[config.mk]
export PLATFORM = sky130hd
export DESIGN_NAME = serial_cfg_loader
export DESIGN_NICKNAME = d
export VERILOG_FILES = /design/src/rtl/cfg_loader_pkg.sv /design/src/rtl/cfg_sync_bus.sv /design/src/rtl/cfg_rise_det.sv /design/src/rtl/cfg_shift_reg.sv /design/src/rtl/cfg_latch_bank.sv /design/src/rtl/serial_cfg_loader.sv
export SDC_FILE = /design/constraint.sdc
export NUM_CORES = 1
export LEC_CHECK = 0
export BUFFER_PORTS_ARGS = -buffer_cell sky130_fd_sc_hd__clkbuf_2
export CAP_MARGIN = 20
export CELL_PAD_IN_SITES_DETAIL_PLACEMENT = 2
export CELL_PAD_IN_SITES_GLOBAL_PLACEMENT = 2
export CORE_MARGIN = 3
export CORE_UTILIZATION = 38
export DETAILED_ROUTE_END_ITERATION = 10
export GPL_ROUTABILITY_DRIVEN = 0
export PLACE_DENSITY_LB_ADDON = 0.1
export SYNTH_ARGS = -nofsm -noshare
export SYNTH_HDL_FRONTEND = slang
export SYNTH_SLANG_ARGS = --single-unit
export TNS_END_PERCENT = 5
[constraint.sdc]
create_clock -name clk -period 2.4 [get_ports clk]
set_clock_uncertainty 0.1 [all_clocks]
set_input_delay 0.24 -clock clk [delete_from_list [all_inputs] [get_ports clk]]
set_output_delay 0.24 -clock clk [all_outputs]
set_load 0.005 [all_outputs]
[src/rtl/cfg_loader_pkg.sv]
package cfg_loader_pkg;
   localparam int unsigned CFG_WORD_W    = 32;
   localparam int unsigned CFG_ADDR_W    = 3;
   localparam int unsigned CFG_NUM_LATCH = 5;
   localparam int unsigned CFG_SYNC_DEPTH = 2;
endpackage

[src/rtl/cfg_sync_bus.sv]
module cfg_sync_bus #(
   parameter int unsigned WIDTH  = 3,
   parameter int unsigned STAGES = 2
) (
   input  logic             clk,
   input  logic             rst_n,
   input  logic [WIDTH-1:0] async_i,
   output logic [WIDTH-1:0] sync_o
);
   if (STAGES < 2) begin : g_bad_depth
      $error("cfg_sync_bus: STAGES must be at least 2");
   end
   if (WIDTH < 1) begin : g_bad_width
      $error("cfg_sync_bus: WIDTH must be at least 1");
   end

   logic [WIDTH-1:0] stage_q [STAGES];

   for (genvar s = 0; s < STAGES; s++) begin : g_stage
      always_ff @(posedge clk or negedge rst_n) begin
         if (!rst_n) begin
            stage_q[s] <= '0;
         end else begin
            if (s == 0) stage_q[s] <= async_i;
            else        stage_q[s] <= stage_q[(s == 0) ? 0 : s-1];
         end
      end
   end

   assign sync_o = stage_q[STAGES-1];
endmodule

[src/rtl/cfg_rise_det.sv]
module cfg_rise_det (
   input  logic clk,
   input  logic rst_n,
   input  logic level_i,
   output logic rise_o
);
   logic prev_q;

   always_ff @(posedge clk or negedge rst_n) begin
      if (!rst_n) prev_q <= 1'b0;
      else        prev_q <= level_i;
   end

   assign rise_o = level_i & ~prev_q;

   // a rise strobe never lasts two cycles
   a_r7_rise_single: assert property (@(posedge clk) disable iff (!rst_n)
      rise_o |=> !rise_o);
endmodule

[src/rtl/cfg_shift_reg.sv]
module cfg_shift_reg #(
   parameter int unsigned WORD_W = 32
) (
   input  logic              clk,
   input  logic              rst_n,
   input  logic              step_i,
   input  logic              hold_i,
   input  logic              bit_i,
   output logic [WORD_W-1:0] word_o
);
   if (WORD_W < 2) begin : g_bad_width
      $error("cfg_shift_reg: WORD_W must be at least 2");
   end

   logic [WORD_W-1:0] sh_q;
   logic              advance;

   assign advance = step_i & ~hold_i;

   always_ff @(posedge clk or negedge rst_n) begin
      if (!rst_n)       sh_q <= '0;
      else if (advance) sh_q <= {sh_q[WORD_W-2:0], bit_i};
   end

   assign word_o = sh_q;

   // contents frozen while the load strobe is high
   a_r6_frozen_under_load: assert property (@(posedge clk) disable iff (!rst_n)
      hold_i |=> $stable(word_o));
   // a step lands the sampled bit at the bottom and moves older bits up
   a_r2_bit_enters_lsb: assert property (@(posedge clk) disable iff (!rst_n)
      (step_i && !hold_i) |=> (word_o[0] == $past(bit_i)) &&
                             (word_o[WORD_W-1:1] == $past(word_o[WORD_W-2:0])));
endmodule

[src/rtl/cfg_latch_bank.sv]
module cfg_latch_bank #(
   parameter int unsigned WORD_W    = 32,
   parameter int unsigned ADDR_W    = 3,
   parameter int unsigned NUM_LATCH = 5
) (
   input  logic                        clk,
   input  logic                        rst_n,
   input  logic                        xfer_i,
   input  logic [WORD_W-1:0]           word_i,
   output logic [NUM_LATCH*WORD_W-1:0] q_o,
   output logic [NUM_LATCH-1:0]        upd_o
);
   localparam int unsigned SLOTS = 1 << ADDR_W;

   if (NUM_LATCH > SLOTS) begin : g_bad_count
      $error("cfg_latch_bank: NUM_LATCH exceeds the address space");
   end
   if (ADDR_W >= WORD_W) begin : g_bad_addr
      $error("cfg_latch_bank: ADDR_W must be narrower than WORD_W");
   end

   logic [ADDR_W-1:0] addr;
   logic              addr_valid;

   assign addr       = word_i[ADDR_W-1:0];
   assign addr_valid = ({1'b0, addr} < (ADDR_W+1)'(NUM_LATCH));

   for (genvar k = 0; k < NUM_LATCH; k++) begin : g_latch
      logic [WORD_W-1:0] val_q;
      logic              upd_q;
      logic              hit;

      assign hit = xfer_i & (addr == ADDR_W'(k));

      always_ff @(posedge clk or negedge rst_n) begin
         if (!rst_n) begin
            val_q <= '0;
            upd_q <= 1'b0;
         end else begin
            upd_q <= hit;
            if (hit) val_q <= word_i;
         end
      end

      assign q_o[k*WORD_W +: WORD_W] = val_q;
      assign upd_o[k]                = upd_q;

      // a pulse lasts one cycle because a transfer strobe lasts one cycle
      a_r5_pulse_one_cycle: assert property (@(posedge clk) disable iff (!rst_n)
         upd_o[k] |=> !upd_o[k]);
      // contents change only together with the pulse
      a_r5_change_needs_pulse: assert property (@(posedge clk) disable iff (!rst_n)
         !$stable(q_o[k*WORD_W +: WORD_W]) |-> upd_o[k]);
      // an addressed transfer delivers the word
      a_r3_word_delivered: assert property (@(posedge clk) disable iff (!rst_n)
         (xfer_i && addr == ADDR_W'(k)) |=>
            (upd_o[k] && q_o[k*WORD_W +: WORD_W] == $past(word_i)));
   end

   // never more than one pulse at once
   a_r5_onehot_pulse: assert property (@(posedge clk) disable iff (!rst_n)
      $onehot0(upd_o));
   // out-of-range addresses raise no pulse
   a_r4_bad_code_quiet: assert property (@(posedge clk) disable iff (!rst_n)
      (xfer_i && !addr_valid) |=> (upd_o == '0));
endmodule

[src/rtl/serial_cfg_loader.sv]
module serial_cfg_loader
   import cfg_loader_pkg::*;
#(
   parameter int unsigned WORD_W     = CFG_WORD_W,
   parameter int unsigned ADDR_W     = CFG_ADDR_W,
   parameter int unsigned NUM_LATCH  = CFG_NUM_LATCH,
   parameter int unsigned SYNC_DEPTH = CFG_SYNC_DEPTH
) (
   input  logic                        clk,
   input  logic                        rst_n,
   input  logic                        ser_clk_i,
   input  logic                        ser_data_i,
   input  logic                        ser_load_i,
   output logic [NUM_LATCH*WORD_W-1:0] latch_q_o,
   output logic [NUM_LATCH-1:0]        latch_upd_o
);
   localparam int unsigned LINES = 3;

   if (NUM_LATCH < 1) begin : g_bad_latches
      $error("serial_cfg_loader: NUM_LATCH must be at least 1");
   end

   logic [LINES-1:0] lines_sync;
   logic             sclk_lvl, sdata_lvl, load_lvl;
   logic             sclk_rise, load_rise;
   logic [WORD_W-1:0] shift_word;

   cfg_sync_bus #(.WIDTH(LINES), .STAGES(SYNC_DEPTH)) u_sync (
      .clk     (clk),
      .rst_n   (rst_n),
      .async_i ({ser_load_i, ser_clk_i, ser_data_i}),
      .sync_o  (lines_sync)
   );

   assign sdata_lvl = lines_sync[0];
   assign sclk_lvl  = lines_sync[1];
   assign load_lvl  = lines_sync[2];

   cfg_rise_det u_sclk_edge (
      .clk     (clk),
      .rst_n   (rst_n),
      .level_i (sclk_lvl),
      .rise_o  (sclk_rise)
   );

   cfg_rise_det u_load_edge (
      .clk     (clk),
      .rst_n   (rst_n),
      .level_i (load_lvl),
      .rise_o  (load_rise)
   );

   cfg_shift_reg #(.WORD_W(WORD_W)) u_shift (
      .clk    (clk),
      .rst_n  (rst_n),
      .step_i (sclk_rise),
      .hold_i (load_lvl),
      .bit_i  (sdata_lvl),
      .word_o (shift_word)
   );

   cfg_latch_bank #(
      .WORD_W    (WORD_W),
      .ADDR_W    (ADDR_W),
      .NUM_LATCH (NUM_LATCH)
   ) u_bank (
      .clk    (clk),
      .rst_n  (rst_n),
      .xfer_i (load_rise),
      .word_i (shift_word),
      .q_o    (latch_q_o),
      .upd_o  (latch_upd_o)
   );

   // a strobe that stays high yields no second transfer
   a_r7_no_retrigger: assert property (@(posedge clk) disable iff (!rst_n)
      (load_lvl && $past(load_lvl)) |-> !load_rise);
endmodule

# Yosys cells after proc, flatten, opt, wreduce, memory -nomap -nowiden
# Index checks and enable logic that the tools add are counted.
dict set report op_classes {
  bitwise_logic 11
  n_addsub 0
  reduce_logical 1
  mul 0
  shift 0
  n_eq_ne 4
  order_cmp 0
  div 0
  mux 0
}
# operator count
set ops {}
lappend ops {{1-bit AND} 8}
lappend ops {{3-bit by 2-bit equality test with 1-bit output (second input constant)} 2}
lappend ops {{3-bit by 1-bit equality test with 1-bit output (second input constant)} 1}
lappend ops {{3-bit equality test (second input constant)} 1}
lappend ops {{3-bit zero test} 1}
lappend ops {{1-bit NOT} 3}
dict set report word_totals {
  wordCells 31
  in_bits 5
  rom_bits 0
  reg_bits 205
  latchBits 0
  ram_bits 0
  mem_count 0
}

# Longest topological paths before layout
# Gate-level depths: netlist of run 1.
dict set report logic_depth {
  ltp_word 3
  ltp_mapped 5
  depth_no_buf 3
}

# Cells and area by module
# Synthesis of run 1 repeated with hierarchy kept, for this count alone.
dict set report unflattened {
  hier_cells 436
  area_unflattened_um2 7744.9
}
# mod seq_area_each_um2 cells_each area_per_inst_um2 n_inst
set by_module_without_submodules {}
lappend by_module_without_submodules {cfg_latch_bank 4129.0 354 6135.9 1}
lappend by_module_without_submodules {cfg_shift_reg 800.8 69 1358.8 1}
lappend by_module_without_submodules {cfg_sync_bus 150.1 9 172.7 1}
lappend by_module_without_submodules {cfg_rise_det 25.0 2 38.8 2}

# Least setup slack after synthesis of run 1
# No wires, ideal clock.
dict set report synth_timing {
  path_type {register to register}
  start {register u_shift.sh_q[2] (netlist: u_shift.word_o[2])}
  end {register u_bank.g_latch[2].val_q[15]}
  arrival_time_ns 1.452
  path_stages_with_launch 6
  path_slack_ns 0.724
  setup_ns 0.125
  synth_period_minus_slack_ns 1.676
  required_time_ns 2.175
  path_cell_list {dfrtp_1 > nor3b_4 > and3b_1 > buf_6 > buf_8 > mux2_2}
}
dict set report synth_via {
  elab_chain_len 2
}
# item line
set synth_lines {}
lappend synth_lines {{start, declared} cfg_shift_reg.sv:15} ;# logic [WORD_W-1:0] sh_q;
lappend synth_lines {{start signal, assigned} cfg_shift_reg.sv:22} ;# else if (advance) sh_q <= {sh_q[WORD_W-2:0], bit_i};
lappend synth_lines {{3-bit by 2-bit equality test with 1-bit output} cfg_latch_bank.sv:33} ;# assign hit = xfer_i & (addr == ADDR_W'(k));
lappend synth_lines {{1-bit AND} cfg_latch_bank.sv:33}
lappend synth_lines {{end signal, assigned} cfg_latch_bank.sv:41} ;# if (hit) val_q <= word_i;
lappend synth_lines {{end, declared} cfg_latch_bank.sv:29} ;# logic [WORD_W-1:0] val_q;
# Every way passes these cells.
# A chain may end at the register's enable or synchronous reset.

# Worst setup path after layout of run 1
dict set report layout_timing {
  start {register u_sync.stage_q (netlist bit u_sync.sync_o[2])}
  end {register u_bank.g_latch[2].val_q[5]}
}
dict set report layout_via {
  elab_chain_len 2
}
# item line
set layout_lines {}
lappend layout_lines {{start, declared} cfg_sync_bus.sv:17} ;# logic [WIDTH-1:0] stage_q [STAGES];
lappend layout_lines {{start signal, assigned by index} cfg_sync_bus.sv:24} ;# if (s == 0) stage_q[s] <= async_i;
lappend layout_lines {{start signal, assigned by index} cfg_sync_bus.sv:25} ;# else stage_q[s] <= stage_q[(s == 0) ? 0 : s-1];
lappend layout_lines {{1-bit AND} cfg_rise_det.sv:14} ;# assign rise_o = level_i & ~prev_q;
lappend layout_lines {{1-bit AND} cfg_latch_bank.sv:33}
# Every way passes these cells.

==> qor.yml, run 1 <==
floorplanning:
  initial_core_util_pct: 39.45
  boundaryPins: 170
  row_cnt: 50
  die_area_um2: 21470
  floorplan.die.width_um: 146.5
  design.core.area_um2: 19020
  die_ht_um: 146.5
power:
  internal_power_w: 0.006185
  power.density_cell_area_nw_per_um2: 863.8
  power_frac_seq_pct: 48.8
  clkPwrFrac_pct: 41.2
  ir_drop_mv: 0.4795
  combPwrFrac_pct: 10.1
  switching_power_w: 0.001961
  power_leakage_nw: 5.141
  power.share.switching_pct: 24.07
synthesis:
  synth-seq-cells: 205
  ys_dominant_reg_cell: "dfrtp_1"
  synth_cell_types: 20
  synth_most_common_cell: "dfrtp_1"
  ys_warn_count: 0
  syn-mean-instance-area_um2: 17.33
  synth_edf_count: 0
  yosys-top-cells-count: "205 x dfrtp_1, 175 x mux2_2, 11 x buf_2, 8 x and2_1, 6 x buf_4"
  synth-seq-area-share_pct: 68.38
  area_of_the_mapped_netlist_um2: 7502
  synth.top_cells.by_area: "dfrtp_1 68%, mux2_2 26%, buf_2 0.73%"
  ys_async_rst_share_pct: 100.0
  syn-instance-count: 433
  post-synth-top-area-cell: "dfrtp_1"
  synthesized_netlist_net_count: 438
  netlist.area_leader.share_pct: 68.38
clocking:
  cts_inserted_buffers: 23
  clk_transition_reported_paths_ps: 60
  cts_sinks: 205
  h_tree_depth: 1
  cts_tree: "yes"
  root_buffer: "clkbuf_16"
  clock_insertion_delay_worst_skew_ps: 490
  ctsLongestPathBuffers: 3
timing:
  count_of_pins_over_their_slew_limit: 0
  max_slew_margin_pct: 66.49
  setup-violations-final: 0
  rsz0062_at_grt: "false"
  timing.final.crit_share_pct: 81.42
  hold_violations: 0
  final.setup.tns_ps: 0
  timing_worst_slew_pin_value_ps: 502.7
  fmax_mhz: 511.7
  period_minus_slack_ps: 1954
setup_path:
  crit_cells: 4
  crit_end: "u_bank.g_latch[2].val_q[5]"
  startpoint: "u_sync.sync_o[2]"
  cells_along_the_critical_path: "nor3b_4 > and3b_2 > buf_12 > mux2_2"
  cpLargestDelayFamily: "simple AND/OR/NAND/NOR gates"
  cp_data_required_time_ps: 2680
  worst_path_max_delay_cell: "dfrtp_1"
  critical_path_peak_fanout: 25
  setup.worst_path.end_class: "register"
  reg2reg_slack_ps: 450
  data_arrival_time_of_the_critical_path_ps: 2230
  cp_slowest_stage_delay_ps: 430
  cp_num_buf_inv: 1
  r2r_end: "u_bank.g_latch[2].val_q[5]"
  register_to_register_path_depth: 4
  worst-setup-path-type: "reg -> reg"
  timing.rr.start: "u_sync.sync_o[2]"
  worstSetupStartpointType: "register"
grt:
  grt_antenna_before_repair: 0
  global_route_wire_length_before_repair_mm: 30.05
  grtUsageTotal_pct: 17.53
  grt_pass1_vias: 4973
  grt_max_degree: 63
  globalRoute.totalOverflow: 0
layout:
  fin_nets: 625
  final_layout_size_suffix_gt1_share_pct: 62.56
  antennaDiodeCount: 0
  post_layout_util_pct: 49.59
  fill_cells: 1775
  synthToLayoutAreaGrowth_pct: 25.70
detailed_routing:
  avgViaCountPerCell: 4.847
  route.detailed.wl_per_inst_um: 20.64
  initialDrtViolationCount: 85
  post-route-drc-count: 0
  via_count: 4328
  drt_pass1_iterations: 4
  drt.antenna.violating_nets: 0
  wire_length_reported_by_the_detailed_router_mm: 18.43
placement:
  dp_hpwl_mm: 12.20
  io_buffers: 169
flow_run:
  drv_cap: 0
outcome:
  run_status: "completed"
worst_hold_path:
  hold_path.class: "in -> async"
## how the worst min path moves through the flow
| stage | startpoint | slack (ps) | end | depth (start not counted) |
|---|---|---|---|---|
| final | rst_n | 150 | u_bank.g_latch[3].upd_q | 2 |
| after global routing | rst_n | 160 | u_bank.g_latch[3].upd_q | 2 |
| after CTS | rst_n | 150 | u_bank.g_latch[3].upd_q | 2 |
| after detailed placement | rst_n | 110 | u_bank.g_latch[3].upd_q | 1 |
| after global placement | rst_n | 100 | u_bank.g_latch[3].upd_q | 1 |
| after floorplan | rst_n | -160 | u_bank.g_latch[0].upd_q | 0 |
## through the flow
stage	instance area [um^2]	hold slack [ps]	std cells	total power, W	setup slack (ps)
finish	9430	146.1	893	0.008145	445.8
global route	9430	160.5	893	0.008550	337.7
CTS	9430	148.8	893	0.008298	406.6
detailed placement	8672	109.6	851	0.004877	413.7
global placement	8672	99.09	851	0.004821	483.9
floorplan	7502	-155.6	433	0.004381	723.8
## power groups by stage
| stage | Sequential, W | Combinational (W) | Clock [W] |
|---|---|---|---|
| after global routing | 0.00402 | 0.000901 | 0.00363 |
| after detailed placement | 0.00404 | 0.000834 | 0 |
| final | 0.00397 | 0.000819 | 0.00335 |
| after CTS | 0.00398 | 0.000849 | 0.00347 |
| after global placement | 0.00402 | 0.000804 | 0 |
| after floorplan | 0.00398 | 0.000403 | 0 |
## logic make-up (layout without fill, tap and decap cells)
kind of cell | count (synthesis) | in the layout | synth area share (%)
flops | 205 | 205 | 68.38
mux | 177 | 177 | 26.57
simple gates | 23 | 23 | 2.318
buf+inv | 28 | 228 | 2.735
## sequential cells by signal (all words and copies together), names as in the netlist
register              count
u_bank.g_latch.upd_q      5
u_bank.g_latch.val_q    160
u_shift.word_o           32
u_load_edge.prev_q        1
u_sync.sync_o             3
u_sync.stage_q            3
u_sclk_edge.prev_q        1
## worst register-to-register path, cell delays in order, from the launching register on
cell and delay, ps:
dfrtp_1 430, nor3b_4 320, and3b_2 390, buf_12 240, mux2_2 370
## area by class of cell
cell class                      instances  area (um^2)  area share, %
Sequential cell                       205         5130          54.40
Multi-Input combinational cell        200         2175          23.06
Timing Repair Buffer                  186         1067          11.32
Clock buffer                           34        666.9          7.072
Tap cell                              260        325.3          3.450
Clock inverter                          4        51.30         0.5440
Inverter                                4        15.01         0.1592
## layout by cell type, fill, tap and decap left out
cell type | synthesis | layout
clkbuf_8 | 0 | 6
clkbuf_16 | 0 | 23
bufinv_16 | 0 | 1
nand3b_2 | 1 | 1
mux2_2 | 175 | 175
nand4b_1 | 1 | 1
dlygate4sd3_1 | 0 | 4
nand2_2 | 1 | 1
nor2b_1 | 2 | 2
and3b_2 | 0 | 1
buf_12 | 0 | 6
and2_1 | 8 | 8
buf_4 | 6 | 7
nor2_1 | 1 | 1
mux2_1 | 2 | 2
clkinv_2 | 0 | 2
nand2b_1 | 4 | 4
clkbuf_1 | 0 | 6
clkbuf_2 | 0 | 168
dfrtp_1 | 205 | 205
inv_8 | 0 | 1
nand3_2 | 1 | 1
or2_2 | 1 | 1
nor3b_4 | 1 | 2
inv_1 | 4 | 4
## per-layer routing
metal / up-vias / track usage, % / routed length [um]
li1: 1877 / - / -
met1: 2303 / 23.12 / 7916
met2: 125 / 29.47 / 9073
met3: 23 / 4.376 / 1052
met4: 0 / 3.904 / 386
met5: - / 0 / 0
## what timing repair did
item / CTS / global route
hold endpoints to repair: 133 / 0
gates resized for setup: 0 / 0
setup buffers: 0 / 0
hold buffers: 4 / 0
Power figures use the tool's default switching activity.
==> run 2: changes to the inputs <==
CORE_UTILIZATION = 34   (was 38)
clock period = 1.79 ns   (was 2.4 ns; I/O delays follow)
==> qor.yml, run 2 (synthesis gave the netlist of run 1 again) <==
floorplanning:
  design.core.area_um2: 21350  # +12%
  boundaryPins: 170  # unchanged
  initial_core_util_pct: 35.13  # -4.3 points
  die_area_um2: 23880  # +11%
  die_ht_um: 154.5  # +5.5%
  floorplan.die.width_um: 154.5  # +5.5%
  row_cnt: 53  # +6.0%
detailed_routing:
  wire_length_reported_by_the_detailed_router_mm: 18.66  # +1.3%
  route.detailed.wl_per_inst_um: 20.35  # -1.4%
  drt.antenna.violating_nets: 0  # unchanged
  initialDrtViolationCount: 80  # -5.9%
  via_count: 4322  # -0.14%
  post-route-drc-count: 0  # unchanged
  drt_pass1_iterations: 4  # unchanged
  avgViaCountPerCell: 4.713  # -2.8%
layout:
  final_cell_mix: "205 x dfrtp_1, 175 x mux2_2, 168 x clkbuf_2"
  most_common_cell_after_layout_fill_and_taps_aside: "dfrtp_1"
  finish.cell_count_without_fillers: 917  # +2.7%
  largest_reg_flops: 160  # unchanged
  final_layout_size_suffix_gt1_share_pct: 63.24  # +0.68 points
  antennaDiodeCount: 0  # unchanged
  fin_nets: 632  # +1.1%
  fill_cells: 2084  # +17%
  synthToLayoutAreaGrowth_pct: 27.50
  post_layout_util_pct: 44.80  # -4.8 points
  register_ranked_first_by_flip_flop_count: "u_bank.g_latch.val_q"
power:
  power_leakage_nw: 5.197  # +1.1%
  power.density_cell_area_nw_per_um2: 1149  # +33%
  ir_drop_mv: 0.7052  # +47%
setup_path:
  setup.worst_path.end_class: "register"
  data_arrival_time_of_the_critical_path_ps: 1970  # -260 ps
  critical_path_peak_fanout: 23  # -8.0%
  worst-setup-path-type: "reg -> reg"
  cp_data_required_time_ps: 2060  # -620 ps
  worstSetupStartpointType: "register"
grt:
  globalRoute.totalOverflow: 0  # unchanged
  grtUsageTotal_pct: 15.83  # -1.7 points
  grt_antenna_before_repair: 0  # unchanged
  global_route_wire_length_before_repair_mm: 30.01  # -0.14%
  grt_max_degree: 55  # -13%
  grt_pass1_vias: 4946  # -0.54%
placement:
  io_buffers: 169  # unchanged
  dp_hpwl_mm: 12.71  # +4.2%
  dpl.cell_count: 873  # +2.6%
timing:
  max_slew_margin_pct: 65.39  # -1.1 points
  period_minus_slack_ps: 1704  # -249.9 ps
  count_of_pins_over_their_slew_limit: 0  # unchanged
  fmax_mhz: 586.8  # +15%
  hold_slack_ps: 147.0  # +0.8800 ps
  hold_violations: 0  # unchanged
  timing_worst_slew_pin_value_ps: 519.1  # +16.47 ps
  setup-violations-final: 0  # unchanged
  rsz0062_at_grt: "false"
  timing.final.crit_share_pct: 95.21  # +14 points
  final.setup.tns_ps: 0  # unchanged
clocking:
  cts_sinks: 205  # unchanged
  root_buffer: "clkbuf_16"
  clk_transition_reported_paths_ps: 60  # about the same
  cts_inserted_buffers: 23  # unchanged
  cts_tree: "yes"
  clock_insertion_delay_worst_skew_ps: 490  # about the same
  ctsLongestPathBuffers: 3  # unchanged
  h_tree_depth: 1  # unchanged
worst_hold_path:
  hold_path.class: "in -> async"
flow_run:
  drv_cap: 0  # unchanged
outcome:
  run_status: "completed"
==> run 2: cell count changes in the layout (fill, tap and decap cells not counted), sizes merged <==
| cell | before | now |
|---|---|---|
| buf | 13 | 20 |
| clkinv | 2 | 4 |
| clkbuf | 203 | 204 |
| inv | 5 | 4 |
==> run 2: cell type report <==
| cell class | count | area, um^2 | area share, % |
|---|---|---|---|
| clock inverter | 5 | 50.05 | 0.5232 |
| inverter | 4 | 15.01 | 0.1570 |
| clock buffer | 35 | 690.7 | 7.220 |
| tap | 275 | 344.1 | 3.597 |
| sequential | 205 | 5130 | 53.63 |
| timing repair buffer | 193 | 1161 | 12.14 |
| multi-input combinational | 200 | 2175 | 22.73 |
==> run 2: per-layer routing <==
layer	up-vias	wire, um	global-route usage (%)
met5	-	0	0
met4	0	233	3.280
met3	21	1030	3.609
met2	111	9544	27.39
met1	2298	7851	20.49
li1	1892	-	-
==> run 2: stage by stage <==
| stage | instance area, um^2 | setup slack [ps] | total power [W] |
|---|---|---|---|
| floorplan | 7502 | 113.8 | 0.005874 |
| global placement | 8781 | 109.3 | 0.006512 |
| detailed placement | 8781 | 58.39 | 0.006560 |
| CTS | 9562 | 54.12 | 0.01122 |
| global route | 9565 | 0.9650 | 0.01158 |
| finish | 9565 | 85.76 | 0.01099 |
==> run 2: power breakdown <==
part	switching (W)	total (W)	internal, W
clock	0.00177	0.00455	0.00278
combinational	0.000509	0.00111	0.000597
sequential	0.000321	0.00533	0.00501
==> run 2: worst max-delay path, stage by stage, from the launching register on <==
cell	delay, ps
dfrtp_1	380
nor3b_4	150
buf_4	150
nand3_2	70
buf_4	330
mux2_2	390
==> run 2: final timing paths <==
kind                                   start                           to  slack [ps]  depth (start not counted)
min in group clk                   ser_clk_i            u_sync.stage_q[4]         240                          2
setup / recovery            u_sync.sync_o[2]  u_bank.g_latch[3].val_q[27]          90                          5
hold / removal                         rst_n  u_bank.g_latch[2].val_q[26]         150                          2
max in group asynchronous              rst_n  u_bank.g_latch[3].val_q[11]         800                          3
setup reg to reg            u_sync.sync_o[2]  u_bank.g_latch[3].val_q[27]          90                          5
hold reg to reg            u_sync.stage_q[4]             u_sync.sync_o[1]         250                          0
==> run 2: repair_timing <==
item                       4_1_cts  5_1_grt
hold endpoints to repair        53        0
resized for setup                0        1
setup endpoints to repair        0        1
hold buffers                     4        0
setup buffers                    0        0
